$ cat config.mk
export PLATFORM = sky130hd
export DESIGN_NAME = qdec_top
export DESIGN_NICKNAME = d
export VERILOG_FILES = /design/src/rtl/qdec_pkg.sv /design/src/rtl/qdec_edge_sampler.sv /design/src/rtl/qdec_dir_track.sv /design/src/rtl/qdec_wrap_counter.sv /design/src/rtl/qdec_flag_bank.sv /design/src/rtl/qdec_top.sv
export SDC_FILE = /design/constraint.sdc
export NUM_CORES = 1
export LEC_CHECK = 0
export ABC_AREA = 1
export BUFFER_PORTS_ARGS = -buffer_cell sky130_fd_sc_hd__buf_2
export CAP_MARGIN = 5
export CELL_PAD_IN_SITES_DETAIL_PLACEMENT = 1
export CELL_PAD_IN_SITES_GLOBAL_PLACEMENT = 2
export CORE_MARGIN = 8
export CORE_UTILIZATION = 29
export CTS_BUF_LIST = sky130_fd_sc_hd__clkbuf_4
export CTS_CLUSTER_SIZE = 25
export DETAILED_ROUTE_END_ITERATION = 10
export HOLD_SLACK_MARGIN = 0.03
export PLACE_DENSITY = 0.84
export SLEW_MARGIN = 20
export SYNTH_ARGS = -nofsm -noshare
export SYNTH_HDL_FRONTEND = slang
export SYNTH_SLANG_ARGS = --single-unit
$ cat constraint.sdc
create_clock -name clk -period 1.9 [get_ports clk]
set_input_delay 0 -clock clk [delete_from_list [all_inputs] [get_ports clk]]
set_output_delay 0 -clock clk [all_outputs]
set_load 0.03 [all_outputs]
$ cat src/rtl/qdec_pkg.sv
`timescale 1ns/1ps
package qdec_pkg;

  // mode code that enables the decoder
  localparam logic [1:0] MODE_QUAD = 2'b11;

  // sticky flag slots, shared by the flag bank and the clear input
  localparam int FLAG_N    = 3;
  localparam int FLAG_OVF  = 0;
  localparam int FLAG_UNF  = 1;
  localparam int FLAG_DCHG = 2;

  // Direction of one phase-A step. A leads B exactly when the new A level
  // and the B level disagree; the invert input flips the result.
  function automatic logic phase_step_up(input logic a_level,
                                         input logic b_level,
                                         input logic invert);
    return (a_level ^ b_level) ^ invert;
  endfunction

endpackage

$ cat src/rtl/qdec_edge_sampler.sv
`timescale 1ns/1ps
module qdec_edge_sampler
  import qdec_pkg::*;
(
  input  logic       clk,
  input  logic       rst_n,
  input  logic [1:0] mode,
  input  logic       phase_a,
  input  logic       phase_b,
  input  logic       invert,
  output logic       edge_evt,
  output logic       step_up
);

  logic a_prev;
  logic mode_on;
  logic a_moved;

  // last seen phase A level; tracked in every mode so that switching the
  // decoder on does not see a stale transition
  always_ff @(posedge clk) begin
    if (!rst_n) a_prev <= 1'b0;
    else        a_prev <= phase_a;
  end

  always_comb begin
    mode_on  = (mode == MODE_QUAD);
    a_moved  = (phase_a != a_prev);
    edge_evt = mode_on && a_moved;
    step_up  = phase_step_up(phase_a, phase_b, invert);
  end

endmodule

$ cat src/rtl/qdec_dir_track.sv
`timescale 1ns/1ps
module qdec_dir_track (
  input  logic clk,
  input  logic rst_n,
  input  logic edge_evt,
  input  logic step_up,
  output logic dir_up,
  output logic dchg_evt
);

  logic dir_q;
  logic seen_q;

  // a change needs a previous decoded step to compare against
  always_comb dchg_evt = edge_evt && seen_q && (step_up != dir_q);

  always_ff @(posedge clk) begin
    if (!rst_n) begin
      dir_q  <= 1'b1;
      seen_q <= 1'b0;
    end else if (edge_evt) begin
      dir_q  <= step_up;
      seen_q <= 1'b1;
    end
  end

  assign dir_up = dir_q;

  AST_DIR_HOLD: assert property (@(posedge clk) disable iff (!rst_n)
    !edge_evt |=> $stable(dir_q));

  AST_DCHG_FLIPS: assert property (@(posedge clk) disable iff (!rst_n)
    dchg_evt |=> (dir_q != $past(dir_q)));

endmodule

$ cat src/rtl/qdec_wrap_counter.sv
`timescale 1ns/1ps
module qdec_wrap_counter #(
  parameter int W = 8
) (
  input  logic         clk,
  input  logic         rst_n,
  input  logic         edge_evt,
  input  logic         step_up,
  input  logic         cnt_load,
  input  logic [W-1:0] cnt_value,
  input  logic         top_load,
  input  logic [W-1:0] top_value,
  output logic [W-1:0] count,
  output logic         ovf_evt,
  output logic         unf_evt
);

  localparam logic [W-1:0] CNT_ZERO = '0;
  localparam logic [W-1:0] TOP_INIT = '1;
  localparam logic [W-1:0] CNT_ONE  = W'(1);

  logic [W-1:0] cnt_q;
  logic [W-1:0] top_q;
  logic [W-1:0] cnt_step;
  logic         step_live;

  // one step of a counter that runs between zero and top
  function automatic logic [W-1:0] wrap_step(input logic [W-1:0] cur,
                                             input logic [W-1:0] top,
                                             input logic         up);
    if (up) return (cur == top)      ? CNT_ZERO : cur + CNT_ONE;
    else    return (cur == CNT_ZERO) ? top      : cur - CNT_ONE;
  endfunction

  always_comb begin
    step_live = edge_evt && !cnt_load;
    cnt_step  = wrap_step(cnt_q, top_q, step_up);
    ovf_evt   = step_live &&  step_up && (cnt_q == top_q);
    unf_evt   = step_live && !step_up && (cnt_q == CNT_ZERO);
  end

  always_ff @(posedge clk) begin
    if (!rst_n) begin
      cnt_q <= CNT_ZERO;
      top_q <= TOP_INIT;
    end else begin
      if (cnt_load)      cnt_q <= cnt_value;
      else if (edge_evt) cnt_q <= cnt_step;
      if (top_load)      top_q <= top_value;
    end
  end

  assign count = cnt_q;

  AST_OVF_TO_ZERO: assert property (@(posedge clk) disable iff (!rst_n)
    ovf_evt |=> (cnt_q == CNT_ZERO));

  AST_UNF_TO_TOP: assert property (@(posedge clk) disable iff (!rst_n)
    unf_evt |=> (cnt_q == $past(top_q)));

  AST_ONE_WRAP: assert property (@(posedge clk) disable iff (!rst_n)
    $onehot0({ovf_evt, unf_evt}));

  AST_COUNT_HOLD: assert property (@(posedge clk) disable iff (!rst_n)
    (!edge_evt && !cnt_load) |=> $stable(cnt_q));

  AST_UP_STEP: assert property (@(posedge clk) disable iff (!rst_n)
    (step_live && step_up && !ovf_evt) |=> (cnt_q == $past(cnt_q) + CNT_ONE));

  AST_LOAD_WINS: assert property (@(posedge clk) disable iff (!rst_n)
    cnt_load |=> (cnt_q == $past(cnt_value)));

endmodule

$ cat src/rtl/qdec_flag_bank.sv
`timescale 1ns/1ps
module qdec_flag_bank #(
  parameter int N = 3
) (
  input  logic         clk,
  input  logic         rst_n,
  input  logic [N-1:0] set_vec,
  input  logic [N-1:0] clr_vec,
  output logic [N-1:0] flags
);

  logic [N-1:0] flag_q;

  for (genvar i = 0; i < N; i++) begin : g_flag
    always_ff @(posedge clk) begin
      if (!rst_n)          flag_q[i] <= 1'b0;
      else if (set_vec[i]) flag_q[i] <= 1'b1;
      else if (clr_vec[i]) flag_q[i] <= 1'b0;
    end

    AST_SET_WINS: assert property (@(posedge clk) disable iff (!rst_n)
      set_vec[i] |=> flag_q[i]);

    AST_CLR_DROPS: assert property (@(posedge clk) disable iff (!rst_n)
      (clr_vec[i] && !set_vec[i]) |=> !flag_q[i]);

    AST_FLAG_KEEP: assert property (@(posedge clk) disable iff (!rst_n)
      (!clr_vec[i] && !set_vec[i]) |=> $stable(flag_q[i]));
  end

  assign flags = flag_q;

endmodule

$ cat src/rtl/qdec_top.sv
`timescale 1ns/1ps
module qdec_top
  import qdec_pkg::*;
#(
  parameter int W = 8
) (
  input  logic         clk,
  input  logic         rst_n,
  input  logic [1:0]   mode,
  input  logic         phase_a,
  input  logic         phase_b,
  input  logic         dir_invert,
  input  logic         top_load,
  input  logic [W-1:0] top_value,
  input  logic         cnt_load,
  input  logic [W-1:0] cnt_value,
  input  logic [2:0]   flag_clr,
  output logic [W-1:0] count,
  output logic         dir_up,
  output logic         ovf_flag,
  output logic         unf_flag,
  output logic         dirchg_flag
);

  // internal events, named for the assertions
  logic              edge_evt;
  logic              step_up;
  logic              dchg_evt;
  logic              ovf_evt;
  logic              unf_evt;
  logic [FLAG_N-1:0] flag_set;
  logic [FLAG_N-1:0] flag_vec;

  qdec_edge_sampler u_edge (
    .clk      (clk),
    .rst_n    (rst_n),
    .mode     (mode),
    .phase_a  (phase_a),
    .phase_b  (phase_b),
    .invert   (dir_invert),
    .edge_evt (edge_evt),
    .step_up  (step_up)
  );

  qdec_dir_track u_dir (
    .clk      (clk),
    .rst_n    (rst_n),
    .edge_evt (edge_evt),
    .step_up  (step_up),
    .dir_up   (dir_up),
    .dchg_evt (dchg_evt)
  );

  qdec_wrap_counter #(.W(W)) u_cnt (
    .clk       (clk),
    .rst_n     (rst_n),
    .edge_evt  (edge_evt),
    .step_up   (step_up),
    .cnt_load  (cnt_load),
    .cnt_value (cnt_value),
    .top_load  (top_load),
    .top_value (top_value),
    .count     (count),
    .ovf_evt   (ovf_evt),
    .unf_evt   (unf_evt)
  );

  always_comb begin
    flag_set            = '0;
    flag_set[FLAG_OVF]  = ovf_evt;
    flag_set[FLAG_UNF]  = unf_evt;
    flag_set[FLAG_DCHG] = dchg_evt;
  end

  qdec_flag_bank #(.N(FLAG_N)) u_flags (
    .clk     (clk),
    .rst_n   (rst_n),
    .set_vec (flag_set),
    .clr_vec (flag_clr),
    .flags   (flag_vec)
  );

  assign ovf_flag    = flag_vec[FLAG_OVF];
  assign unf_flag    = flag_vec[FLAG_UNF];
  assign dirchg_flag = flag_vec[FLAG_DCHG];

  // phase B moving alone must not disturb the position
  AST_B_ALONE_QUIET: assert property (@(posedge clk) disable iff (!rst_n)
    ($stable(phase_a) && !cnt_load) |=> $stable(count));

  AST_MODE_GATE: assert property (@(posedge clk) disable iff (!rst_n)
    (mode != MODE_QUAD && !cnt_load) |=> ($stable(count) && $stable(dir_up)));

endmodule

==> results.md, run 1 <==
- Highest fanout seen on the critical path: 7
- Count of filler cells inserted in the layout: 737
- DRT Wirelength: 5.36 mm
- Clock transition at the registers of the reported paths: 0.14 ns
- Prevailing post-synth register cell: dfxtp_1
- Setup repair after global routing missed its margin: no
- Count of maximum capacitance violations: 0
- Worst VDD drop: 236 uV
- Antenna diode count: 0
- Post-Syn Instances: 246
- Period utilization: 91.5%
- Number of placement rows: 27
- First-pass GRT wire length: 8.91 mm
- Via count of the first global-routing pass: 1858
- Hpwl dp: 4.14 mm
- Combined area of all synthesized cells: 1630 um^2
- Fin Clk Skew: 0.00843 ns
- Number of buffers on the longest clock path: 2
- Setup crit end kind: flop
- Total power draw: 1.23 mW
- Synthesis-to-layout area growth: 30.4%
- Achievable Freq: 0.575 GHz
- Final-report max-slew violation count: 0
- Largest net degree at the start of global routing: 14
- Count of warnings emitted by yosys: 0
- TNS Setup: 0 ns
- Count of flip-flops with a built-in enable after synthesis: 0
- Root buffer cell: clkbuf_4
- Initial core utilization: 29.7%
- Initial antenna violation count: 0
- Count of H-tree levels built during CTS: 1
- Pin slew with the least headroom to its limit: 0.544 ns
- Clock latency of the later-clocked register in the worst-skew pair: 0.32 ns
- Die span in y: 90.9 um
- TritonCTS clock tree: built
- Pre-Repair DR Iteration Count: 4
- Critical path arrival: 2.00 ns
- Avg Synthesized Cell Area: 6.62 um^2
- Total routing resource utilization after global routing: 13.0%
- Number of synthesized register bits: 22
- Wire per inst: 14.2 um
- Die Outline Area: 8270 um^2
- Final setup violation count: 0
- Sink count of the clock tree: 22
- Floorplan core area: 5470 um^2
- Final #Nets: 339
- Leading cell type in the layout, fill and taps excluded: nand2_1
- Violation count after the first detailed-routing iteration: 62
- Part of the Yosys area used for sequential elements: 27.1%
- Post-DR vias/cell: 4.71
- Sum of overflow across all layers after global routing: 0
- Critical path launch point type: input pin
- Horizontal die dimension: 90.9 um
- Gp weighted congestion: 0.815
- Commonest cells after routing, fill and taps aside: nand2_1 (66), buf_2 (39), inv_1 (24), nand3_1 (24)
- Synth cell types: 33
- CTS Buf Count: 3
- Static Leak: 1.06 nW
- Total of buffers placed on input and output ports: 39
- Setup repair bufs after CTS: 0
- Mapped Nets: 277
- Share of cells above drive strength 1: 24.5%
- Worst Setup Path Type: in2reg
- Kind of path behind the tightest hold check: in2reg
- Top-level I/O count: 40
- Final min period: 1.74 ns
- Data required, critical path: 2.16 ns
- Post-synthesis async set-or-reset flop share: 0%
- Endpoints failing hold: 0
- Result of the run: complete, no violations
- Slew HR: 63.7%
- Power density relative to cell area: 579 nW/um^2
- Total via count in the routed design: 1781
- Register-to-register setup slack: 0.18 ns
- Number of routed nets with antenna violations: 0
- Residual DRC count: 0
## cell families (layout without fill, tap and decap cells)
group,count (synthesis),count (layout),share of synthesized area (%)
simple gates,127,127,37.3
compound gates,38,38,12.7
flops,22,22,27.1
buf+inv,43,103,13.7
xor+xnor,13,13,6.99
fa+ha+maj,3,3,2.31
## sequential cells by signal (all words and copies together) (netlist names)
name / count
u_dir.dir_up: 1
u_edge.a_prev: 1
u_cnt.count: 8
u_flags.flags: 3
u_cnt.top_q: 8
u_dir.seen_q: 1
## power by group
group	leakage, nW	switching [mW]	internal (mW)
combinational	0.864	0.275	0.196
clock	0.0138	0.153	0.0742
sequential	0.182	0.0387	0.491
## per-stage QoR
step / instances / setup WS (ns) / utilization, % / hold slack [ns] / cell area [um^2]
6_report: 378 / 0.162 / 38.8 / 0.0458 / 2120
5_1_grt: 378 / 0.00973 / 38.8 / 0.0718 / 2120
3_5_place_dp: 353 / 0.233 / 34.2 / 0.212 / 1870
2_1_floorplan: 246 / 0.172 / - / 0.0935 / 1630
4_1_cts: 378 / 0.146 / 38.7 / 0.0439 / 2120
3_3_place_gp: 353 / 0.322 / 34.2 / 0.211 / 1870
## final cells by class
cell class	count	area (um^2)	share of cell area, %
multi-input cells	181	970	45.7
repair buffers	67	460	21.7
flip-flops and latches	22	440	20.8
inverters	33	139	6.54
well taps	72	90.1	4.25
clock buffers	3	22.5	1.06
## synth_stat cells, types with 3 or more instances
master    count  share of area [%]
nand2_1      66                 15
inv_1        24                5.5
nand3_1      24                7.4
dfxtp_1      22                 27
a21oi_1      17                5.2
nor2_1       15                3.5
o21ai_0      13                4.0
xnor2_1       7                3.8
buf_6         6                4.2
nand2_2       6                2.3
xor2_1        6                3.2
inv_2         4               0.92
nand4_1       4                1.5
clkbuf_1      3               0.69
ha_1          3                2.3
nand2_4       3                2.1
o21ai_1       3               0.92
## worst paths after layout
kind                     from                to  depth (start not counted)
max                   phase_a    u_cnt.count[5]                          9
min              cnt_value[2]    u_cnt.count[2]                          5
max reg2reg     u_edge.a_prev    u_cnt.count[5]                          7
min reg2reg  u_flags.flags[0]  u_flags.flags[0]                          2
## what timing repair did
item | CTS | global route
endpoints found under the hold margin | 15 | 0
endpoints found under the setup margin | 0 | 1
hold buffers | 22 | 0
resized for setup | 0 | 1
## layer usage
| metal | track usage [%] | vias up | part of all wire, % |
|---|---|---|---|
| met3 | 2.16 | 6 | 3.4 |
| met1 | 15.4 | 843 | 44 |
| met5 | 0 | - | 0 |
| met4 | 3.55 | 0 | 0.97 |
| met2 | 23.3 | 30 | 51 |
| li1 | - | 902 | - |
## critical path, cell delays in order
cell and delay (ns):
dlygate4sd3_1 0.53, buf_2 0.15, nor2_1 0.05, nor2_1 0.11, nand3_2 0.19, nand2_4 0.16
o221ai_1 0.11, dlygate4sd3_1 0.58, a21oi_1 0.12
No activity file was read; power rests on OpenSTA's default activity.
==> run 2, diff against run 1 <==
--- a/config.mk
+++ b/config.mk
@@ -11,13 +11,14 @@
 export CELL_PAD_IN_SITES_DETAIL_PLACEMENT = 1
 export CELL_PAD_IN_SITES_GLOBAL_PLACEMENT = 2
 export CORE_MARGIN = 8
-export CORE_UTILIZATION = 29
+export CORE_UTILIZATION = 28
 export CTS_BUF_LIST = sky130_fd_sc_hd__clkbuf_4
 export CTS_CLUSTER_SIZE = 25
 export DETAILED_ROUTE_END_ITERATION = 10
 export HOLD_SLACK_MARGIN = 0.03
-export PLACE_DENSITY = 0.84
+export PLACE_DENSITY = 0.83
 export SLEW_MARGIN = 20
 export SYNTH_ARGS = -nofsm -noshare
 export SYNTH_HDL_FRONTEND = slang
+export SYNTH_HIERARCHICAL = 1
 export SYNTH_SLANG_ARGS = --single-unit
==> results.md, run 2 <==
- Clock transition at the registers of the reported paths: 0.15 ns
- Clock latency of the later-clocked register in the worst-skew pair: 0.33 ns
- TNS Setup: 0 ns
- Met1 layer wirelength in the final routing: 2.42 mm
- Count of flip-flops with a built-in enable after synthesis: 0
- Post-Syn Instances: 251
- Initial core utilization: 28.9%
- Count of maximum capacitance violations: 0
- Final-layout worst hold slack: 0.0409 ns
- Achievable Freq: 0.556 GHz
- Total power draw: 1.34 mW
- Setup crit end kind: flop
- Commonest cells after routing, fill and taps aside: nand2_1 (69), inv_1 (40), buf_2 (39)
- Slew HR: 53.1%
- Hold worst-path end: u_cnt/top_q[7]
- Core utilization of the finished layout: 38.8%
- Top cell types by occurrence after synthesis: nand2_1 (70), inv_1 (40), a21oi_1 (24)
- Wire per inst: 14.3 um
- Mapped Nets: 282
- Floorplan core area: 5510 um^2
- Avg Synthesized Cell Area: 6.33 um^2
- Top-level I/O count: 40
- Total length of routed met3 wires: 266 um
- Final min period: 1.80 ns
- Register-to-register setup slack: 0.12 ns
- Fin Clk Skew: 0.00524 ns
- Pin slew with the least headroom to its limit: 0.702 ns
- Result of the run: complete, no violations
- Post-synthesis async set-or-reset flop share: 0%
- Total length of routed met2 wires: 2.81 mm
- Violation count after the first detailed-routing iteration: 75
- Worst Min Path Start: top_load
- CTS Buf Count: 3
- Initial antenna violation count: 0
- Hpwl dp: 4.24 mm
- Worst VDD drop: 405 uV
- Combined area of all synthesized cells: 1590 um^2
- Kind of path behind the tightest hold check: in2reg
- Leading cell type in the layout, fill and taps excluded: nand2_1
- Die span in y: 91.3 um
- Highest routed metal layer: met4
- Pre-Repair DR Iteration Count: 4
- Sink count of the clock tree: 22
- Count of H-tree levels built during CTS: 1
- Period utilization: 94.7%
- Count of warnings emitted by yosys: 6
- Data required, critical path: 2.13 ns
- Synth cell types: 30
- Area share of the largest cell type after synthesis: 27.7%
- Part of the Yosys area used for sequential elements: 27.7%
- Via count of the first global-routing pass: 1944
- Leading post-synthesis cells by cell area: dfxtp_1 (28%), nand2_1 (17%), inv_1 (9.4%)
- R2R Path End: u_flags/flags[2]
- Count of filler cells inserted in the layout: 736
- Static Leak: 1.12 nW
- Total via count in the routed design: 1805
- Synthesis-to-layout area growth: 34.5%
- Number of buffers on the longest clock path: 2
- Largest net degree at the start of global routing: 17
- Total routing resource utilization after global routing: 13.6%
- Die Outline Area: 8340 um^2
- Endpoints failing hold: 0
- Residual DRC count: 0
- Area leader, netlist: dfxtp_1
- First-pass GRT wire length: 9.29 mm
- Root buffer cell: clkbuf_4
- Prevailing post-synth register cell: dfxtp_1
- Setup repair after global routing missed its margin: no
- Number of routed nets with antenna violations: 0
- Antenna diode count: 0
- Highest fanout seen on the critical path: 5
- TritonCTS clock tree: built
- Logic depth of the worst register-to-register path: 10
- Worst flop-to-flop path startpoint: u_edge/a_prev
- Number of synthesized register bits: 22
- Sum of overflow across all layers after global routing: 0
- Power density relative to cell area: 626 nW/um^2
- DRT Wirelength: 5.53 mm
- Share of cells above drive strength 1: 22.2%
- Post-DR vias/cell: 4.66
- Number of instances on the worst hold path: 2
- Critical path arrival: 2.03 ns
- Gp weighted congestion: 0.832
- Critical path launch point type: input pin
- Most used standard cell by instance count after synthesis: nand2_1
- Final #Nets: 347
- Horizontal die dimension: 91.3 um
- Total of buffers placed on input and output ports: 39
- Number of placement rows: 27
- Worst Setup Path Type: in2reg
- Final setup violation count: 0
- Final-report max-slew violation count: 0
==> run 2: worst max path at each step <==
stage                              start          endpoint  slack, ns
after floorplan           u_cnt/count[0]    u_cnt/count[4]       0.22
after detailed placement  u_cnt/count[0]    u_cnt/count[7]       0.14
after CTS                  u_edge/a_prev  u_flags/flags[2]       0.03
after global routing       u_edge/a_prev  u_flags/flags[2]       0.02
final                            phase_a  u_flags/flags[2]       0.10
after global placement    u_cnt/count[0]  u_flags/flags[1]       0.23
==> run 2: cell families (layout without fill, tap and decap cells) <==
kind of cell / count (synthesis) / in the layout / share of synthesized area [%]
AND/OR/NAND/NOR: 117 / 117 / 33.0
buffers and inverters: 52 / 116 / 14.9
AO/OA/AOI/OAI: 48 / 48 / 17.1
flip-flops: 22 / 22 / 27.7
XOR/XNOR: 9 / 9 / 4.96
adder cells (fa/ha/maj): 3 / 3 / 2.36
==> run 2: metal layers <==
metal	global-route usage, %	vias to the layer above
li1	-	923
met1	15.1	845
met2	25.4	33
met3	3.54	4
met4	2.46	0
met5	0	-
==> run 2: timing repair <==
action / CTS / global route
hold buffers: 21 / 0
endpoints found under the hold margin: 20 / 0
buffers inserted: 0 / 2
setup endpoints to repair: 0 / 8
resized for setup: 0 / 4
==> run 2: final cells by class <==
cell class	count	area (um^2)	area share (%)
clock inverter	1	30.0	1.41
sequential	22	442	20.7
clock buffer	3	22.5	1.05
inverter	44	165	7.73
timing repair buffer	68	465	21.8
tap	72	90.1	4.22
multi-input combinational	177	922	43.1
==> run 2: power breakdown <==
group | internal [mW] | switching (mW) | total [mW]
logic | 0.178 | 0.248 | 0.425
registers | 0.489 | 0.0361 | 0.525
clock network | 0.213 | 0.174 | 0.387
==> run 2: worst max-delay path, stage by stage <==
cell and delay [ns]:
dlygate4sd3_1 0.52, buf_2 0.14, o21ai_0 0.30, nor2_4 0.07, buf_4 0.15, nand2_1 0.07
inv_1 0.04, nand2_1 0.06, nor2_2 0.03, inv_1 0.05, a21oi_1 0.05, dlygate4sd3_1 0.55
==> run 2: through the flow <==
step / instances / worst slack, ns / cell area [um^2]
after floorplan: 251 / 0.217 / 1590
after global placement: 360 / 0.227 / 1850
after detailed placement: 360 / 0.144 / 1850
after CTS: 385 / 0.0313 / 2110
after global routing: 387 / 0.0212 / 2140
final: 387 / 0.101 / 2140
